**src/rtl/sdac_pkg.sv**
```systemverilog
package sdac_pkg;
   localparam int FRAME_W = 16;
   typedef enum logic [1:0] {
      CMD_LOAD = 2'b00,
      CMD_READ = 2'b01,
      CMD_RISE = 2'b10,
      CMD_FALL = 2'b11
   } cmd_e;
endpackage

```
**src/rtl/sdac_sync.sv**
```systemverilog
module sdac_sync #(
   parameter int N = 3,
   parameter logic [N-1:0] RST_VAL = '0
) (
   input  logic         clk,
   input  logic         rst_n,
   input  logic [N-1:0] d_in,
   output logic [N-1:0] q_out
);
   if (N < 1) begin : g_bad_n
      $error("sdac_sync: N must be at least 1");
   end

   for (genvar i = 0; i < N; i++) begin : g_bit
      logic st1, st2;
      always_ff @(posedge clk or negedge rst_n) begin
         if (!rst_n) begin
            st1 <= RST_VAL[i];
            st2 <= RST_VAL[i];
         end else begin
            st1 <= d_in[i];
            st2 <= st1;
         end
      end
      assign q_out[i] = st2;
   end
endmodule

```
**src/rtl/sdac_edge.sv**
```systemverilog
module sdac_edge (
   input  logic clk,
   input  logic rst_n,
   input  logic sclk_s,
   input  logic fsync_n_s,
   input  logic rise_mode,
   output logic cap_edge,
   output logic out_edge,
   output logic frm_start,
   output logic frm_end
);
   logic sclk_d, fsync_d;
   logic sclk_up, sclk_dn;

   always_ff @(posedge clk or negedge rst_n) begin
      if (!rst_n) begin
         sclk_d  <= 1'b0;
         fsync_d <= 1'b1;
      end else begin
         sclk_d  <= sclk_s;
         fsync_d <= fsync_n_s;
      end
   end

   assign sclk_up   = sclk_s & ~sclk_d;
   assign sclk_dn   = ~sclk_s & sclk_d;
   assign cap_edge  = rise_mode ? sclk_up : sclk_dn;
   assign out_edge  = rise_mode ? sclk_dn : sclk_up;
   assign frm_start = fsync_d & ~fsync_n_s;
   assign frm_end   = ~fsync_d & fsync_n_s;

   assert_edges_exclusive_R5: assert property (@(posedge clk) disable iff (!rst_n)
      !(cap_edge && out_edge));
   assert_frame_marks_R4: assert property (@(posedge clk) disable iff (!rst_n)
      !(frm_start && frm_end));
endmodule

```
**src/rtl/sdac_shift.sv**
```systemverilog
module sdac_shift #(
   parameter int FRAME_W = 16,
   parameter int CODE_W  = 12,
   parameter int CNT_W   = 5
) (
   input  logic               clk,
   input  logic               rst_n,
   input  logic               din_s,
   input  logic               cap_edge,
   input  logic               out_edge,
   input  logic               frm_start,
   input  logic               frm_end,
   input  logic               rb_load,
   input  logic [CODE_W-1:0]  rb_code,
   output logic [FRAME_W-1:0] word,
   output logic [CNT_W-1:0]   edge_cnt,
   output logic               sdo
);
   localparam int                CNT_MAX = FRAME_W + 1;
   localparam logic [CNT_W-1:0]  CNT_TOP = CNT_W'(CNT_MAX);

   logic               in_frame;
   logic [FRAME_W-1:0] rb_word;

   always_comb begin
      rb_word = '0;
      rb_word[FRAME_W-3 -: CODE_W] = rb_code;
   end

   always_ff @(posedge clk or negedge rst_n) begin
      if (!rst_n) begin
         in_frame <= 1'b0;
         word     <= '0;
         edge_cnt <= '0;
         sdo      <= 1'b0;
      end else if (frm_start) begin
         in_frame <= 1'b1;
         edge_cnt <= '0;
         sdo      <= word[FRAME_W-1];
      end else begin
         if (frm_end) in_frame <= 1'b0;
         if (in_frame && cap_edge) begin
            word <= {word[FRAME_W-2:0], din_s};
            if (edge_cnt != CNT_TOP) edge_cnt <= edge_cnt + 1'b1;
         end
         if (in_frame && out_edge) sdo <= word[FRAME_W-1];
         if (rb_load) word <= rb_word;
      end
   end

   assert_cnt_saturates_R4: assert property (@(posedge clk) disable iff (!rst_n)
      edge_cnt <= CNT_TOP);
   assert_sdo_idle_R9: assert property (@(posedge clk) disable iff (!rst_n)
      (!in_frame && !frm_start) |=> $stable(sdo));
   assert_sdo_steps_R7: assert property (@(posedge clk) disable iff (!rst_n)
      (!frm_start && !out_edge) |=> $stable(sdo));
endmodule

```
**src/rtl/sdac_ctrl.sv**
```systemverilog
module sdac_ctrl
   import sdac_pkg::*;
#(
   parameter int FRAME_W = 16,
   parameter int CODE_W  = 12,
   parameter int CNT_W   = 5
) (
   input  logic               clk,
   input  logic               rst_n,
   input  logic               frm_end,
   input  logic [CNT_W-1:0]   edge_cnt,
   input  logic [FRAME_W-1:0] word,
   output logic               rise_mode,
   output logic               rb_load,
   output logic [CODE_W-1:0]  dac_q
);
   localparam logic [CNT_W-1:0] CNT_FULL = CNT_W'(FRAME_W);

   logic              exec;
   cmd_e              cmd;
   logic [CODE_W-1:0] latch_q;
   logic              xfer_q;

   assign exec = frm_end && (edge_cnt == CNT_FULL);
   assign cmd  = cmd_e'(word[FRAME_W-1 -: 2]);

   always_ff @(posedge clk or negedge rst_n) begin
      if (!rst_n) begin
         rise_mode <= 1'b0;
         rb_load   <= 1'b0;
         latch_q   <= '0;
         xfer_q    <= 1'b0;
         dac_q     <= '0;
      end else begin
         rb_load <= 1'b0;
         xfer_q  <= 1'b0;
         if (exec) begin
            unique case (cmd)
               CMD_LOAD: begin
                  latch_q <= word[FRAME_W-3 -: CODE_W];
                  xfer_q  <= 1'b1;
               end
               CMD_READ: rb_load   <= 1'b1;
               CMD_RISE: rise_mode <= 1'b1;
               CMD_FALL: rise_mode <= 1'b0;
               default:  ;
            endcase
         end
         if (xfer_q) dac_q <= latch_q;
      end
   end

   assert_dac_only_on_xfer_R10: assert property (@(posedge clk) disable iff (!rst_n)
      !xfer_q |=> $stable(dac_q));
   assert_mode_only_at_end_R4: assert property (@(posedge clk) disable iff (!rst_n)
      !frm_end |=> $stable(rise_mode));
   assert_read_keeps_dac_R8: assert property (@(posedge clk) disable iff (!rst_n)
      rb_load |-> !xfer_q);
endmodule

```
**src/rtl/sdac_frontend.sv**
```systemverilog
module sdac_frontend
   import sdac_pkg::*;
#(
   parameter int CODE_W = 12
) (
   input  logic              clk,
   input  logic              rst_n,
   input  logic              sclk_pin,
   input  logic              fsync_n_pin,
   input  logic              sdi_pin,
   output logic              sdo_pin,
   output logic [CODE_W-1:0] dac_code
);
   localparam int CNT_W = $clog2(FRAME_W + 2);

   if (!(CODE_W == 12 || CODE_W == 14)) begin : g_bad_width
      $error("sdac_frontend: CODE_W must be 12 or 14");
   end

   logic [2:0]         pins_s;
   logic               sclk_s, fsync_n_s, din_s;
   logic               rise_mode, cap_edge, out_edge, frm_start, frm_end;
   logic               rb_load;
   logic [FRAME_W-1:0] word;
   logic [CNT_W-1:0]   edge_cnt;

   sdac_sync #(.N(3), .RST_VAL(3'b010)) sync_i (
      .clk(clk), .rst_n(rst_n),
      .d_in({sdi_pin, fsync_n_pin, sclk_pin}),
      .q_out(pins_s));

   assign sclk_s    = pins_s[0];
   assign fsync_n_s = pins_s[1];
   assign din_s     = pins_s[2];

   sdac_edge edge_i (
      .clk(clk), .rst_n(rst_n), .sclk_s(sclk_s), .fsync_n_s(fsync_n_s),
      .rise_mode(rise_mode), .cap_edge(cap_edge), .out_edge(out_edge),
      .frm_start(frm_start), .frm_end(frm_end));

   sdac_shift #(.FRAME_W(FRAME_W), .CODE_W(CODE_W), .CNT_W(CNT_W)) shift_i (
      .clk(clk), .rst_n(rst_n), .din_s(din_s), .cap_edge(cap_edge),
      .out_edge(out_edge), .frm_start(frm_start), .frm_end(frm_end),
      .rb_load(rb_load), .rb_code(dac_code), .word(word),
      .edge_cnt(edge_cnt), .sdo(sdo_pin));

   sdac_ctrl #(.FRAME_W(FRAME_W), .CODE_W(CODE_W), .CNT_W(CNT_W)) ctrl_i (
      .clk(clk), .rst_n(rst_n), .frm_end(frm_end), .edge_cnt(edge_cnt),
      .word(word), .rise_mode(rise_mode), .rb_load(rb_load), .dac_q(dac_code));
endmodule

```
**config.mk**
```make
export PLATFORM = sky130hd
export DESIGN_NAME = sdac_frontend
export DESIGN_NICKNAME = d
export VERILOG_FILES = /design/src/rtl/sdac_pkg.sv /design/src/rtl/sdac_sync.sv /design/src/rtl/sdac_edge.sv /design/src/rtl/sdac_shift.sv /design/src/rtl/sdac_ctrl.sv /design/src/rtl/sdac_frontend.sv
export SDC_FILE = /design/constraint.sdc
export NUM_CORES = 1
export LEC_CHECK = 0
export BUFFER_PORTS_ARGS = -buffer_cell sky130_fd_sc_hd__buf_2
export CAP_MARGIN = 5
export CELL_PAD_IN_SITES_DETAIL_PLACEMENT = 0
export CELL_PAD_IN_SITES_GLOBAL_PLACEMENT = 2
export CORE_MARGIN = 5
export CORE_UTILIZATION = 38
export CTS_CLUSTER_SIZE = 25
export DETAILED_ROUTE_END_ITERATION = 8
export GPL_TIMING_DRIVEN = 0
export HOLD_SLACK_MARGIN = 0.08
export PLACE_DENSITY = 0.75
export SLEW_MARGIN = 10
export SYNTH_ARGS = -nofsm -noshare
export SYNTH_HDL_FRONTEND = slang
export SYNTH_SLANG_ARGS = --single-unit
```
**constraint.sdc**
```tcl
create_clock -name clk -period 1.8 [get_ports clk]
set_clock_uncertainty 0.2 [all_clocks]
set_input_delay 0.36 -clock clk [delete_from_list [all_inputs] [get_ports clk]]
set_output_delay 0.36 -clock clk [all_outputs]
set_load 0.05 [all_outputs]
```
==> flow_summary.toml, run 1 <==
[die]
rows = 29
die_y_um = 91.4
initial_core_util_pct = 39.5
die_w_um = 91.4
pin_count = 18
dieArea_mm2 = 0.00836
design.core.area_mm2 = 0.00639

[critical_path]
crit_buf_inv = 1
startpoint_type = "flip-flop"
crit_chain = "ha_4 -> nand4_1 -> or3_4 -> buf_16 -> mux2_2"
cp-end-kind = "flip-flop"
cpPeakStageDelay_ns = 0.56
path_delay_family = "flip-flops"
crit_fanout = 5
r2r_cells = 5
cp.arrival_ns = 1.99
crit_slowest_cell = "dfstp_2"
path_class = "reg -> reg"
cp.depth = 5
crit_required_ns = 1.82

[detailed_routing]
routed_via_density = 5.10
routed_wl_um = 5190
drcViolationCount = 0
dr.pass1.iters = 4
wl_per_cell_um = 16.2
drtIter0Drc = 58
antenna_left = 0
vias = 1632

[yosys]
synthMuxAreaShare_pct = 12.0
synthesis.nets = 199
ys_seq_elements = 58
netlist_instances = 189
yosysSeqAreaShare_pct = 57.7
ys_types = 32
syn_avg_cell_area_um2 = 13.3
ys_warn_count = 0
synth_area_mm2 = 0.00252
synth_top_family_by_area = "compound AO/OA/AOI/OAI gates"
post_synth_xor_area_fraction_pct = 1.04
synth_compound_area_share_pct = 13.0
synthSimpleGateAreaFrac_pct = 8.99
synth_fa_ha_area_share_pct = 2.48

[power]
intPower_mw = 2.33
p_per_area_mw_per_mm2 = 977
clkPwrFrac_pct = 37.9
p_comb_share_pct = 11.1
netSwitchingPower_uw = 795
p_leak_nw = 1.48
ir_drop_mv = 0.572
netSwitchingFraction_pct = 25.5
seqPwrFrac_pct = 51.0

[place]
io_buffers = 17
dp_hpwl_um = 3130
dp.cells = 283
gp_congestion = 0.740
detailedPlace.worstSlack_ns = -0.316

[layout]
fin_nets = 248
final_common_cell = "dfrtp_1"
antenna_cells = 0
fin_util_pct = 50.1
instances_no_fill = 320
layout_common_cells = "dfrtp_1 (52), mux2_2 (26), buf_2 (17)"
final_layout_size_suffix_gt1_share_pct = 45.3
fillers = 569
area_delta_synth_final_pct = 26.9

[global_routing]
grt_pass1_wl_um = 8850
grt-ovfl-total = 0
antenna_found_initial = 0
grt_pass1_vias = 1778
grtUsageTotal_pct = 13.5
grt_max_degree = 59

[clock_tree]
cts_tree = "done"
clk_pin_slew_worst_paths_ns = 0.07
htree_levels = 3
clk_latency_ns = 0.33
clock-sinks = 58
cts-root-buf = "clkbuf_8"
cts_inserted_buffers = 9
cts_max_path_buffers = 2

[outcome]
violations = "negative setup slack"
status = "complete, but fails checks"

[min_path]
hold_depth = 0
min_path_type = "reg -> reg"

[timing]
tns_ns = -1.88
setup_ws_ns = -0.163
fmax_mhz = 509
drv_slew = 0
tightest_slew_ns = 0.716
finalCritPeriodShare_pct = 109
max-slew-margin-rel_pct = 52.3
rsz0062_at_grt = "true"
setup_viol = 12
hold_viol = 0
period_needed_ns = 1.96
hold_ws_ns = 0.153

[run]
cap_violations = 0
worst reg2reg max path: cells and delay by family, from the launching register on:
kind / cells / cell delay, ns
fa+ha+maj: 1 / 0.13
buf+inv: 1 / 0.16
flops: 1 / 0.56
mux: 1 / 0.26
simple gates: 2 / 0.54
synth_stat cells:
library cell / count / area [µm²]
dfrtp_1: 55 / 1380
mux2_2: 26 / 293
nand2b_1: 13 / 81.3
o22a_1: 12 / 105
inv_1: 8 / 30.0
a21oi_1: 7 / 35.0
o31a_2: 7 / 70.1
o21ai_0: 6 / 30.0
clkbuf_1: 5 / 18.8
ha_1: 5 / 62.6
nand2_1: 5 / 18.8
nor2_1: 5 / 18.8
o31a_1: 5 / 43.8
a22oi_1: 4 / 30.0
buf_6: 3 / 33.8
dfstp_2: 3 / 78.8
xnor2_1: 3 / 26.3
clkbuf_8: 2 / 27.5
nand3_1: 2 / 10.0
and2_4: 1 / 8.76
buf_1: 1 / 3.75
buf_2: 1 / 5.00
mux2i_1: 1 / 10.0
nand4_1: 1 / 6.26
nand4b_4: 1 / 23.8
nand4bb_4: 1 / 27.5
nor3b_1: 1 / 7.51
nor4bb_1: 1 / 10.0
o22ai_1: 1 / 6.26
o31ai_1: 1 / 7.51
or3_1: 1 / 6.26
or4_1: 1 / 7.51
power by group through the flow:
stage / Clock [mW] / Sequential, mW / Combinational [mW]
global route: 1.29 / 1.61 / 0.388
finish: 1.18 / 1.59 / 0.348
floorplan: 0 / 1.60 / 0.201
CTS: 1.23 / 1.59 / 0.332
global placement: 0 / 1.61 / 0.284
detailed placement: 0 / 1.62 / 0.295
registers in the layout (all words and copies together), names as in the netlist:
name              cells
ctrl_i.rb_load        1
shift_i.in_frame      1
edge_i.sclk_d         1
shift_i.edge_cnt      5
ctrl_i.latch_q       12
shift_i.sdo           1
ctrl_i.rise_mode      1
ctrl_i.dac_q         12
ctrl_i.xfer_q         1
shift_i.word         16
edge_i.fsync_d        1
sync_i.g_bit.st1      3
sync_i.g_bit.st2      3
cells by family (layout without fill, tap and decap cells):
kind of cell / Yosys count / in the layout
DFF: 58 / 58
xor gates and xnor gates: 3 / 3
muxes: 27 / 27
adders and majority gates: 5 / 5
and+or+nand+nor: 33 / 33
buffers and inverters: 20 / 74
AOI/OAI and AO/OA: 43 / 43
worst paths after layout:
path | end | startpoint | slack [ns]
worst min register to register | sync_i.g_bit[0].st2$_DFF_PN0_ | sync_i.g_bit[0].st1$_DFF_PN0_ | 0.15
worst max register to register | ctrl_i.latch_q[2]$_DFFE_PN0P_ | sync_i.g_bit[1].st2$_DFF_PN1_ | -0.16
max in group asynchronous | ctrl_i.rise_mode$_DFFE_PN0P_ | rst_n | 0.46
worst min-delay path | sync_i.g_bit[0].st2$_DFF_PN0_ | sync_i.g_bit[0].st1$_DFF_PN0_ | 0.15
min in group asynchronous | ctrl_i.latch_q[2]$_DFFE_PN0P_ | rst_n | 0.42
worst max-delay path | ctrl_i.latch_q[2]$_DFFE_PN0P_ | sync_i.g_bit[1].st2$_DFF_PN1_ | -0.16
through the flow:
step           power [mW]  area [µm²]
4_1_cts              3.15        3090
2_1_floorplan        1.80        2520
3_5_place_dp         1.91        2700
6_report             3.12        3200
5_1_grt              3.29        3200
3_3_place_gp         1.90        2700
layout make-up:
class	count	area, µm²	share of cell area [%]
clock buffers	11	141	4.42
inverters	8	30.0	0.939
clock inverters	5	53.8	1.68
flip-flops and latches	58	1460	45.6
repair buffers	42	324	10.1
plain buffers	8	82.6	2.58
multi-input cells	111	1010	31.6
well taps	77	96.3	3.01
routing by layer:
layer	up-vias	track usage, %	wire length [µm]
met4	0	5.38	85
met3	10	5.21	168
met5	-	0	0
li1	773	-	-
met2	22	22.8	2740
met1	827	15.3	2200
repair_timing:
item,4_1_cts,5_1_grt
endpoints found under the hold margin,3,55
setup endpoints to repair,30,30
gates resized for setup,16,15
hold buffers,3,1
setup buffers,12,6
pin swaps,3,7
cloned,2,1
Note: power is estimated with default switching activity, not from simulation.
==> run 2, diff against run 1 <==
--- a/config.mk
+++ b/config.mk
@@ -15,7 +15,7 @@
 export DETAILED_ROUTE_END_ITERATION = 8
 export GPL_TIMING_DRIVEN = 0
 export HOLD_SLACK_MARGIN = 0.08
-export PLACE_DENSITY = 0.75
+export PLACE_DENSITY_LB_ADDON = 0.1
 export SLEW_MARGIN = 10
 export SYNTH_ARGS = -nofsm -noshare
 export SYNTH_HDL_FRONTEND = slang
==> run 2 against run 1 <==
The flow still finishes with violations (negative setup slack); via count grew 0.12%; register-to-register slack is essentially flat; global-route usage grew 0.41 points; non-clock buffer count shrank 6.
==> flow_summary.toml, run 2 (synthesis gave the netlist of run 1 again) <==
[outcome]
status = "complete, but fails checks"
violations = "negative setup slack"

[critical_path]
cp.arrival_ns = 1.98
crit_required_ns = 1.82
path_delay_family = "simple AND/OR/NAND/NOR gates"
cpPeakStageDelay_ns = 0.55
r2r_cells = 5
crit_buf_inv = 1
cp.depth = 5
path_class = "reg -> reg"
cp-end-kind = "flip-flop"
crit_slowest_cell = "dfstp_2"
startpoint_type = "flip-flop"
crit_fanout = 5
crit_chain = "ha_4 -> nand4_1 -> or3_4 -> buf_12 -> mux2_2"

[timing]
finalCritPeriodShare_pct = 109
tightest_slew_ns = 0.732
max-slew-margin-rel_pct = 51.2
setup_viol = 12
setup_ws_ns = -0.166
hold_viol = 0
period_needed_ns = 1.97
drv_slew = 0
rsz0062_at_grt = "true"
fmax_mhz = 509

[global_routing]
antenna_found_initial = 0
grt_pass1_vias = 1810
grtUsageTotal_pct = 13.9
grt-ovfl-total = 0
grt_pass1_wl_um = 9070
grt_max_degree = 59

[die]
pin_count = 18
die_y_um = 91.4
rows = 29
dieArea_mm2 = 0.00836
die_w_um = 91.4
design.core.area_mm2 = 0.00639
initial_core_util_pct = 39.5

[layout]
fillers = 570
largest_reg_flops = 16
finalInstanceArea_mm2 = 0.00322
area_delta_synth_final_pct = 27.9
fin_nets = 243
fin_util_pct = 50.5
final_common_cell = "dfrtp_1"
reg_top3 = "shift_i.word (16), ctrl_i.dac_q (12), ctrl_i.latch_q (12)"
top_register = "shift_i.word"
final_layout_size_suffix_gt1_share_pct = 44.5
layout_common_cells = "dfrtp_1 (52), mux2_2 (26), buf_2 (17)"
antenna_cells = 0

[place]
placed_area_mm2 = 0.00270
detailedPlace.worstSlack_ns = -0.347
io_buffers = 17
dp_hpwl_um = 3220
gp_congestion = 0.765

[detailed_routing]
drcViolationCount = 0
wl_per_cell_um = 17.1
vias = 1634
dr.pass1.iters = 4
antenna_left = 0
routed_wl_um = 5400
drtIter0Drc = 53
routed_via_density = 5.19

[clock_tree]
clk_pin_slew_worst_paths_ns = 0.06
cts_tree = "done"
clock-sinks = 58
cts-root-buf = "clkbuf_8"
clk_latency_ns = 0.34
cts_inserted_buffers = 9
cts_max_path_buffers = 2
htree_levels = 3

[run]
cap_violations = 0

[power]
p_per_area_mw_per_mm2 = 1100
p_leak_nw = 1.50
ir_drop_mv = 0.753

[min_path]
hold_depth = 0
min_path_type = "reg -> reg"
[run 2: where the power goes]
part,total (mW),internal (mW),switching (mW)
clock,1.61,1.10,0.518
sequential,1.60,1.46,0.135
combinational,0.339,0.188,0.150
[run 2: path summary, 6_finish.rpt]
path	start	endpoint	slack (ns)
setup / recovery	sync_i.g_bit[1].st2$_DFF_PN1_	ctrl_i.latch_q[4]$_DFFE_PN0P_	-0.17
hold / removal	sync_i.g_bit[0].st1$_DFF_PN0_	sync_i.g_bit[0].st2$_DFF_PN0_	0.15
setup reg to reg	sync_i.g_bit[1].st2$_DFF_PN1_	ctrl_i.latch_q[4]$_DFFE_PN0P_	-0.17
hold reg to reg	sync_i.g_bit[0].st1$_DFF_PN0_	sync_i.g_bit[0].st2$_DFF_PN0_	0.15
max in group asynchronous	rst_n	sync_i.g_bit[0].st2$_DFF_PN0_	0.43
min in group asynchronous	rst_n	ctrl_i.dac_q[2]$_DFFE_PN0P_	0.42
[run 2: per-layer routing]
metal  up-vias  wire (µm)  track usage, %
met5         -          0               0
met4         0        103            6.60
met3        10        187            3.80
met2        21       2680            22.4
met1       837       2430            17.3
li1        766          -               -
[run 2: timing repair]
action | 4_1_cts | 5_1_grt
resized for setup | 19 | 13
setup endpoints to repair | 30 | 33
pin swaps | 3 | 9
buffers inserted | 8 | 4
endpoints found under the hold margin | 3 | 55
gates cloned | 2 | 2
hold buffers | 3 | 1
[run 2: area by class of cell]
class / instances / area, µm² / area share, %
sequential: 58 / 1460 / 45.3
multi-input combinational: 112 / 1010 / 31.4
timing repair buffer: 36 / 272 / 8.42
clock buffer: 11 / 141 / 4.39
clock inverter: 5 / 125 / 3.88
tap: 77 / 96.3 / 2.99
buffer: 8 / 87.6 / 2.72
inverter: 8 / 30.0 / 0.932
[run 2: stage by stage]
step                      hold slack, ns  setup TNS, ns  cells  power (mW)
after floorplan                   -0.136          -1.26    189        1.80
after global placement             0.137          -5.31    283        1.90
after detailed placement           0.141          -5.52    283        1.92
after CTS                          0.146          -2.39    310        3.57
after global routing               0.165          -2.91    315        3.70
final                              0.153          -1.83    315        3.55
